$ cat src/rtl/qlgs_pkg.sv
`timescale 1ns/1ps
package qlgs_pkg;
  localparam int unsigned QUAD_LANES = 4;

  typedef enum logic {
    WAVE_NARROW = 1'b0,
    WAVE_WIDE   = 1'b1
  } wave_mode_e;
endpackage

$ cat src/rtl/qlgs_mask_trim.sv
`timescale 1ns/1ps
// Clears the quad-0 bit and every bit beyond the selected wave width.
module qlgs_mask_trim #(
  parameter int unsigned NQ        = 16,
  parameter int unsigned NARROW_NQ = 8
) (
  input  logic [NQ-1:0] mask_i,
  input  logic          wide_i,
  output logic [NQ-1:0] mask_o
);
  for (genvar q = 0; q < NQ; q++) begin : g_keep
    if (q == 0) begin : g_first
      assign mask_o[q] = 1'b0;
    end else if (q < NARROW_NQ) begin : g_low
      assign mask_o[q] = mask_i[q];
    end else begin : g_high
      assign mask_o[q] = mask_i[q] & wide_i;
    end
  end
endmodule

$ cat src/rtl/qlgs_next_edge.sv
`timescale 1ns/1ps
// Lowest set bit strictly above from_i.
module qlgs_next_edge #(
  parameter int unsigned NQ = 16,
  parameter int unsigned QW = 5
) (
  input  logic [NQ-1:0] mask_i,
  input  logic [QW-1:0] from_i,
  output logic          hit_o,
  output logic [QW-1:0] pos_o
);
  always_comb begin
    hit_o = 1'b0;
    pos_o = '0;
    for (int i = NQ - 1; i >= 0; i--) begin
      if (mask_i[i] && (QW'(i) > from_i)) begin
        hit_o = 1'b1;
        pos_o = QW'(i);
      end
    end
  end
endmodule

$ cat src/rtl/qlgs_lane_span.sv
`timescale 1ns/1ps
// Expands a half-open quad range [lo_i, hi_i) into a lane mask.
module qlgs_lane_span #(
  parameter int unsigned NQ  = 16,
  parameter int unsigned LPQ = 4,
  parameter int unsigned QW  = 5
) (
  input  logic [QW-1:0]     lo_i,
  input  logic [QW-1:0]     hi_i,
  input  logic              en_i,
  output logic [NQ*LPQ-1:0] lanes_o
);
  for (genvar q = 0; q < NQ; q++) begin : g_quad
    assign lanes_o[q*LPQ +: LPQ] =
      {LPQ{en_i && (QW'(q) >= lo_i) && (QW'(q) < hi_i)}};
  end
endmodule

$ cat src/rtl/qlane_group_seq.sv
`timescale 1ns/1ps
module qlane_group_seq
  import qlgs_pkg::*;
#(
  parameter int unsigned MAX_QUADS    = 16,
  parameter int unsigned NARROW_QUADS = 8,
  localparam int unsigned MAX_LANES   = MAX_QUADS * QUAD_LANES
) (
  input  logic                 clk,
  input  logic                 rst_n,
  input  logic                 start_i,
  input  logic [MAX_QUADS-1:0] coll_mask_i,
  input  logic                 wide_i,
  input  logic                 grp_ready_i,
  output logic                 grp_valid_o,
  output logic [MAX_LANES-1:0] grp_lanes_o,
  output logic                 grp_last_o
);
  localparam int unsigned QW           = $clog2(MAX_QUADS + 1);
  localparam int unsigned NARROW_LANES = NARROW_QUADS * QUAD_LANES;

  logic                 valid_q;
  logic [QW-1:0]        cur_q;
  logic [MAX_QUADS-1:0] mask_q;
  wave_mode_e           mode_q;

  logic [MAX_QUADS-1:0] mask_trim;
  logic                 hit;
  logic [QW-1:0]        nxt;
  logic [QW-1:0]        end_q;
  logic [QW-1:0]        wave_quads;

  qlgs_mask_trim #(.NQ(MAX_QUADS), .NARROW_NQ(NARROW_QUADS)) u_trim (
    .mask_i (coll_mask_i),
    .wide_i (wide_i),
    .mask_o (mask_trim)
  );

  qlgs_next_edge #(.NQ(MAX_QUADS), .QW(QW)) u_edge (
    .mask_i (mask_q),
    .from_i (cur_q),
    .hit_o  (hit),
    .pos_o  (nxt)
  );

  assign wave_quads = (mode_q == WAVE_WIDE) ? QW'(MAX_QUADS) : QW'(NARROW_QUADS);
  assign end_q      = hit ? nxt : wave_quads;

  qlgs_lane_span #(.NQ(MAX_QUADS), .LPQ(QUAD_LANES), .QW(QW)) u_span (
    .lo_i    (cur_q),
    .hi_i    (end_q),
    .en_i    (valid_q),
    .lanes_o (grp_lanes_o)
  );

  assign grp_valid_o = valid_q;
  assign grp_last_o  = valid_q & ~hit;

  always_ff @(posedge clk or negedge rst_n) begin
    if (!rst_n) begin
      valid_q <= 1'b0;
      cur_q   <= '0;
      mask_q  <= '0;
      mode_q  <= WAVE_NARROW;
    end else if (start_i) begin
      valid_q <= 1'b1;
      cur_q   <= '0;
      mask_q  <= mask_trim;
      mode_q  <= wave_mode_e'(wide_i);
    end else if (valid_q && grp_ready_i) begin
      if (!hit) begin
        valid_q <= 1'b0;
      end else begin
        cur_q <= nxt;
      end
    end
  end

  // a start leads to an offered group that contains lane 0
  a_r2_load_first: assert property (@(posedge clk) disable iff (!rst_n)
    start_i |=> (grp_valid_o && grp_lanes_o[0]));

  // no empty group is ever offered
  a_r7_nonempty: assert property (@(posedge clk) disable iff (!rst_n)
    grp_valid_o |-> (grp_lanes_o != '0));

  // a narrow wave never drives the upper lanes
  a_r5_narrow_upper: assert property (@(posedge clk) disable iff (!rst_n)
    (grp_valid_o && mode_q == WAVE_NARROW) |->
      (grp_lanes_o[MAX_LANES-1:NARROW_LANES] == '0));

  // the final group reaches the top lane of the wave
  a_r4_last_top: assert property (@(posedge clk) disable iff (!rst_n)
    (grp_valid_o && grp_last_o) |->
      ((mode_q == WAVE_WIDE) ? grp_lanes_o[MAX_LANES-1] : grp_lanes_o[NARROW_LANES-1]));

  // a stalled group is held
  a_r8_hold: assert property (@(posedge clk) disable iff (!rst_n)
    (grp_valid_o && !grp_ready_i && !start_i) |=>
      (grp_valid_o && $stable(grp_lanes_o) && $stable(grp_last_o)));

  // accepting the final group ends the sequence
  a_r9_drop: assert property (@(posedge clk) disable iff (!rst_n)
    (grp_valid_o && grp_ready_i && grp_last_o && !start_i) |=> !grp_valid_o);

  // idle output carries no lanes
  a_r1_idle_zero: assert property (@(posedge clk) disable iff (!rst_n)
    !grp_valid_o |-> (grp_lanes_o == '0 && !grp_last_o));
endmodule

$ cat config.mk
export PLATFORM = sky130hd
export DESIGN_NAME = qlane_group_seq
export DESIGN_NICKNAME = d
export VERILOG_FILES = /design/src/rtl/qlgs_pkg.sv /design/src/rtl/qlgs_mask_trim.sv /design/src/rtl/qlgs_next_edge.sv /design/src/rtl/qlgs_lane_span.sv /design/src/rtl/qlane_group_seq.sv
export SDC_FILE = /design/constraint.sdc
export NUM_CORES = 1
export LEC_CHECK = 0
export ABC_AREA = 1
export BUFFER_PORTS_ARGS = -buffer_cell sky130_fd_sc_hd__buf_2
export CELL_PAD_IN_SITES_DETAIL_PLACEMENT = 1
export CELL_PAD_IN_SITES_GLOBAL_PLACEMENT = 1
export CORE_ASPECT_RATIO = 2
export CORE_MARGIN = 2
export CORE_UTILIZATION = 35
export DETAILED_ROUTE_END_ITERATION = 8
export PLACE_DENSITY_LB_ADDON = 0.08
export SYNTH_ARGS = -nofsm -noshare
export SYNTH_HDL_FRONTEND = slang
export SYNTH_SLANG_ARGS = --single-unit
$ cat constraint.sdc
create_clock -name clk -period 7.05 [get_ports clk]
set_clock_uncertainty 0.2 [all_clocks]
set_input_delay 1.41 -clock clk [delete_from_list [all_inputs] [get_ports clk]]
set_output_delay 1.41 -clock clk [all_outputs]
set_load 0.1 [all_outputs]
==> impl_metrics.csv, run 1 <==
group,metric,value,unit
run_status,outcome,"complete, no violations",
sta,hold_violations,0,
final_layout,final_util,0.386,
drt,post-route-drc-count,0,
clock_network,htreeDepth,1,
clock_network,cts_hold_buf,0,
sta,slew_violations,0,
placement,place_congestion,0.830,
hold_path,hold_class,"register to register",
drt,drt_iter0_drc,21,
drt,antenna_left,0,
worst_setup_path,critPathArrivalTime,3.35,ns
floorplanning,fp.dieH,110,um
sta,holdWs,0.278,ns
final_layout,diodes,0,
clock_network,cts_tree,"built",
hold_path,hold_depth,2,
floorplanning,rows,38,
floorplanning,ioPinCount,87,
floorplanning,coreArea,0.00542,mm2
drt,viasPerCell,4.68,
placement,dp.cells,369,
sta,fmax,202,MHz
synth,netlist_area,0.00196,mm2
sta,rsz0062_at_grt,"false",
final_layout,layout-drive-gt1-share,0.406,
synth,syn_nets,301,
grt,grt_max_degree,23,
placement,portBuffers,85,
worst_setup_path,crit_family,"simple AND/OR/NAND/NOR gates",
sta,slew-limit-headroom,0.643,
hold_path,min_from,"mask_q[6]",
worst_setup_path,timing.critical_path.mode_cell,"nand2_2",
sta,fin_crit_sh,0.704,
drt,wirelength,5090,um
hold_path,min_to,"mask_q[6]",
worst_setup_path,crit_required,5.44,ns
synth,ys_ff_latch,21,
worst_setup_path,r2r-end,"cur_q[1]",
clock_network,clockBufferDepth,2,
sta,setup_viol_count_final,0,
drt,vias,1747,
worst_setup_path,worstPathCellList,"nor2_8 -> nand3_1 -> nand2_2 -> nor2_8 -> nand2_2 -> o21ai_2 -> inv_2 -> nand2_2 -> nor2_2 -> nor3b_1 -> buf_2",
worst_setup_path,reg2reg_from,"cur_q[2]",
worst_setup_path,end_kind,"primary output",
final_layout,nNetsFinal,335,
grt,first_global_vias,1710,
worst_setup_path,r2r_slack,4.37,ns
worst_setup_path,critical_path.max_stage_delay,0.69,ns
clock_network,post-cts-setup-buffer-count,0,
floorplanning,die_area,0.00626,mm2
job,drv_cap,0,
clock_network,worstSkewPairLatency,0.27,ns
clock_network,cts.repair.resized,0,
synth,netlist_instances,280,
synth,synth_cell_types,37,
grt,antenna_found_initial,0,
placement,hpwl,4280,um
clock_network,clk_pin_slew,0.08,ns
synth,syn_area_per_cell,7.01,um2
final_layout,area_delta_synth_final,6.76,%
floorplanning,initial_core_util,0.362,
grt,grt_first_pass_wirelength,8110,um
sta,totalNegativeSetupSlack,0,ns
worst_setup_path,start_kind,"register",
worst_setup_path,cp_slowest_cell,"dfrtp_1",
worst_setup_path,path_max_fanout,11,
grt,grt_usage,0.171,
clock_network,cts_buffers,3,
sta,max_slew.worst_pin.slew,0.536,ns
floorplanning,die_w,56.9,um
drt,drtPass1Iterations,4,
worst_setup_path,cp_num_buf_inv,2,
worst_setup_path,setup.worst_path.class,"register to primary output",
clock_network,clock_sinks,21,
clock_network,cts-root-buf,"clkbuf_8",
sta,final_period_minus_worst_setup_slack,4.96,ns
drt,routedWlPerCell,13.6,um
synth,ys_seq_area_frac,0.268,
grt,overflow,0,
final_layout,fin_cells,373,
worst_setup_path,rr_worst_depth,9,
synth,yosysWarnings,0,
-- sequential cells by signal, summed over array words and instances (netlist names) --
name / flops
mask_q: 15
cur_q: 4
grp_valid_o: 1
mode_q: 1
-- logic make-up (layout without fill, tap and decap cells) --
| kind of cell | after synthesis | in the layout | share of synthesized area |
|---|---|---|---|
| AOI/OAI and AO/OA | 22 | 22 | 0.0835 |
| buffers and inverters | 90 | 123 | 0.279 |
| DFF | 21 | 21 | 0.268 |
| and+or+nand+nor | 147 | 147 | 0.370 |
-- cells in the mapped netlist, drive strengths merged --
library cell,number,area (um2)
and3,1,6.26
nand3,23,120
o21ai,11,62.6
o22ai,2,12.5
dfrtp,21,526
nand4,1,6.26
o31ai,1,7.51
a21oi,4,50.1
nand3b,1,7.51
clkinv,3,17.5
nor3,6,46.3
clkbuf,4,15.0
a21boi,1,11.3
nand2,91,377
a211oi,1,7.51
buf,52,398
inv,31,116
nor3b,2,20.0
a31oi,2,12.5
nor2,22,143
-- placed cells by master (no fill, tap or decap), drive strengths merged, types with 2 or more instances in the layout --
master,synthesis,final
a21oi,4,4
nor3b,2,2
o21ai,11,11
inv,31,31
nand3,23,23
nor3,6,6
o22ai,2,2
a31oi,2,2
clkbuf,4,4
clkinv,3,3
buf,52,85
nor2,22,22
nand2,91,91
dfrtp,21,21
-- cell type report --
class / count / area, um2
fillers: 748 / 3330
multi-input cells: 169 / 890
flip-flops and latches: 21 / 526
repair buffers: 85 / 425
inverters: 34 / 134
well taps: 60 / 75.1
clock buffers: 4 / 45.0
-- layer usage --
metal / vias to the layer above / routed length (um) / GRT usage
met5: - / 0 / 0
met4: 0 / 136 / 0.0847
met3: 7 / 203 / 0.0106
met2: 53 / 2920 / 0.340
met1: 799 / 1830 / 0.172
li1: 888 / - / -
-- worst max-delay path by stage --
stage                  start              end  slack, ns  depth (start not counted)
floorplan           cur_q[1]  grp_lanes_o[37]       0.96                         13
global placement    cur_q[2]  grp_lanes_o[37]       2.39                         11
detailed placement  cur_q[2]  grp_lanes_o[36]       2.39                         11
CTS                 cur_q[2]  grp_lanes_o[36]       2.08                         11
global route        cur_q[2]  grp_lanes_o[36]       1.87                         11
finish              cur_q[2]  grp_lanes_o[36]       2.09                         11
-- through the flow --
| stage | setup WS [ns] | instance area, um2 |
|---|---|---|
| floorplan | 0.962 | 1960 |
| global placement | 2.39 | 2050 |
| detailed placement | 2.39 | 2050 |
| CTS | 2.08 | 2090 |
| global route | 1.87 | 2090 |
| finish | 2.09 | 2090 |
-- worst min-delay path, delay by kind of cell (launching register included) --
kind | cells | cell delay [ns]
DFF | 1 | 0.35
and+or+nand+nor | 2 | 0.10
Power of run 1 is left out: the tool's default activity adds up to more than one toggle a clock period on the data nets, which glitch-free logic cannot reach.
==> run 2: changes to the inputs <==
--- a/config.mk
+++ b/config.mk
@@ -11,7 +11,7 @@
 export CELL_PAD_IN_SITES_GLOBAL_PLACEMENT = 1
 export CORE_ASPECT_RATIO = 2
 export CORE_MARGIN = 2
-export CORE_UTILIZATION = 35
+export CORE_UTILIZATION = 32
 export DETAILED_ROUTE_END_ITERATION = 8
 export PLACE_DENSITY_LB_ADDON = 0.08
 export SYNTH_ARGS = -nofsm -noshare
==> constraint.sdc (replaced) <==
create_clock -name clk -period 5.04 [get_ports clk]
set_clock_uncertainty 0.2 [all_clocks]
set_input_delay 1.008 -clock clk [delete_from_list [all_inputs] [get_ports clk]]
set_output_delay 1.008 -clock clk [all_outputs]
set_load 0.1 [all_outputs]
==> run 2 against run 1 <==
Clock-buffer cell count did not move. First-iteration DRC count did not move. Non-clock buffer count did not move. Hold slack got worse by 0.0064 ns. Routed wire length rose by 1.4%. Register-to-register slack got worse by 2.1 ns. Sequential share of layout area fell by 0.67 points. Global-route usage fell by 1.4 points. Die area rose by 8.9%.
==> impl_metrics.csv, run 2 (synthesis gave the netlist of run 1 again) <==
group,metric,value,unit
grt,grt_first_pass_wirelength,8240,um
worst_setup_path,r2r-end,"cur_q[3]",
drt,drtPass1Iterations,4,
hold_path,hold_depth,2,
sta,fin_crit_sh,0.872,
worst_setup_path,rr_worst_depth,9,
sta,fmax,228,MHz
final_layout,regMostFlops,"mask_q",
floorplanning,coreArea,0.00596,mm2
final_layout,largest_reg_flops,15,
placement,portBuffers,85,
grt,first_global_vias,1702,
worst_setup_path,setup.worst_path.class,"register to primary output",
floorplanning,ioPinCount,87,
sta,totalNegativeSetupSlack,0,ns
sta,max_slew.worst_pin.slew,0.550,ns
sta,rsz0062_at_grt,"false",
job,drv_cap,0,
sta,slew-limit-headroom,0.633,
clock_network,cts.repair.resized,0,
worst_setup_path,end_kind,"primary output",
worst_setup_path,r2r_slack,2.28,ns
clock_network,clk_pin_slew,0.06,ns
final_layout,nNetsFinal,335,
placement,post_dp_cell_area,0.00207,mm2
worst_setup_path,critical_path.max_stage_delay,0.69,ns
final_layout,final_common_cell,"buf_2",
final_layout,final_area,0.00215,mm2
floorplanning,initial_core_util,0.329,
worst_setup_path,critPathArrivalTime,3.19,ns
sta,slew_violations,0,
sta,hold_violations,0,
drt,post-route-drc-count,0,
floorplanning,fp.dieH,115,um
clock_network,cts_buffers,3,
clock_network,clock_sinks,21,
grt,grt_usage,0.157,
final_layout,final_util,0.361,
grt,antenna_found_initial,0,
run_status,outcome,"complete, no violations",
drt,antenna_left,0,
placement,hpwl,4380,um
sta,worst_slack,0.645,ns
drt,viasPerCell,4.68,
clock_network,cts-root-buf,"clkbuf_16",
grt,grt_max_degree,23,
sta,setup_viol_count_final,0,
worst_setup_path,worstPathCellList,"nor2_8 -> nand3_1 -> nand2_2 -> nor2_8 -> nand2_2 -> o21ai_2 -> inv_2 -> nand2_2 -> nor2_2 -> nor2_2 -> nand2_1 -> a21oi_2 -> buf_2",
clock_network,worstSkewPairLatency,0.25,ns
worst_setup_path,reg2reg_from,"cur_q[2]",
worst_setup_path,path_max_fanout,11,
clock_network,post-cts-setup-buffer-count,0,
drt,wirelength,5160,um
worst_setup_path,start_kind,"register",
floorplanning,rows,40,
drt,vias,1761,
worst_setup_path,cp_slowest_cell,"dfrtp_1",
floorplanning,die_area,0.00681,mm2
final_layout,diodes,0,
final_layout,layout-drive-gt1-share,0.419,
worst_setup_path,crit_required,3.83,ns
final_layout,area_delta_synth_final,9.69,%
worst_setup_path,crit_family,"simple AND/OR/NAND/NOR gates",
worst_setup_path,timing.critical_path.mode_cell,"nand2_2",
final_layout,fill_cells,795,
placement,dpl_worst_slack,0.922,ns
drt,drt_iter0_drc,21,
worst_setup_path,cp_num_buf_inv,2,
final_layout,mostFrequentLayoutCells,"buf_2 (85), nand2_1 (81), inv_1 (24)",
final_layout,top_regs,"mask_q: 15 flops, cur_q: 4 flops",
drt,routedWlPerCell,13.7,um
worst_setup_path,cp-startpoint,"cur_q[2]",
placement,place_congestion,0.766,
hold_path,min_from,"mask_q[6]",
clock_network,cts_tree,"built",
hold_path,hold_class,"register to register",
sta,final_period_minus_worst_setup_slack,4.40,ns
clock_network,htreeDepth,1,
clock_network,cts_hold_buf,0,
clock_network,clockBufferDepth,2,
floorplanning,die_w,59.4,um
grt,overflow,0,
hold_path,min_to,"mask_q[6]",
-- run 2: cell types whose count changed in the layout (fill, tap and decap cells not counted) --
cell / previous run / this run
nor3b_2: 1 / 2
nor3_2: 1 / 4
clkbuf_16: 0 / 3
nor3_1: 4 / 1
clkbuf_8: 3 / 0
nor3b_1: 1 / 0
-- run 2: layout make-up --
cell class | count | area [um2] | area share
inverter | 34 | 134 | 0.0622
sequential | 21 | 526 | 0.244
clock buffer | 4 | 78.8 | 0.0366
timing repair buffer | 85 | 425 | 0.198
multi-input combinational | 169 | 910 | 0.423
tap | 63 | 78.8 | 0.0366
-- run 2: metal layers --
| layer | vias up | track usage | share of wire |
|---|---|---|---|
| met5 | - | 0 | 0 |
| met4 | 0 | 0.0652 | 0.028 |
| met1 | 809 | 0.166 | 0.38 |
| met3 | 8 | 0.0146 | 0.041 |
| li1 | 885 | - | - |
| met2 | 59 | 0.300 | 0.55 |
-- run 2: worst max path at each step --
stage                 endpoint  slack, ns  depth (start not counted)
3_5_place_dp   grp_lanes_o[41]       0.92                         13
4_1_cts        grp_lanes_o[41]       0.63                         13
5_1_grt        grp_lanes_o[40]       0.44                         13
2_1_floorplan  grp_lanes_o[10]       0.06                          5
6_report       grp_lanes_o[41]       0.64                         13
3_3_place_gp   grp_lanes_o[43]       0.92                         13
-- run 2: through the flow --
| stage | hold slack [ns] | instances |
|---|---|---|
| final | 0.272 | 376 |
| after global routing | 0.293 | 376 |
| after floorplan | 0.239 | 280 |
| after detailed placement | 0.262 | 372 |
| after CTS | 0.277 | 376 |
| after global placement | 0.256 | 372 |
-- run 2: worst reg2reg max path, cell delays in order, from the launching register on --
cell and delay, ns:
dfrtp_1 0.58, nor2_8 0.25, nand3_1 0.42, nand2_2 0.36, nor2_8 0.09, nand2_2 0.13, a31oi_1 0.15, nor2_1 0.20
inv_1 0.11, o31ai_1 0.19
Power of run 2 is left out for the same reason.
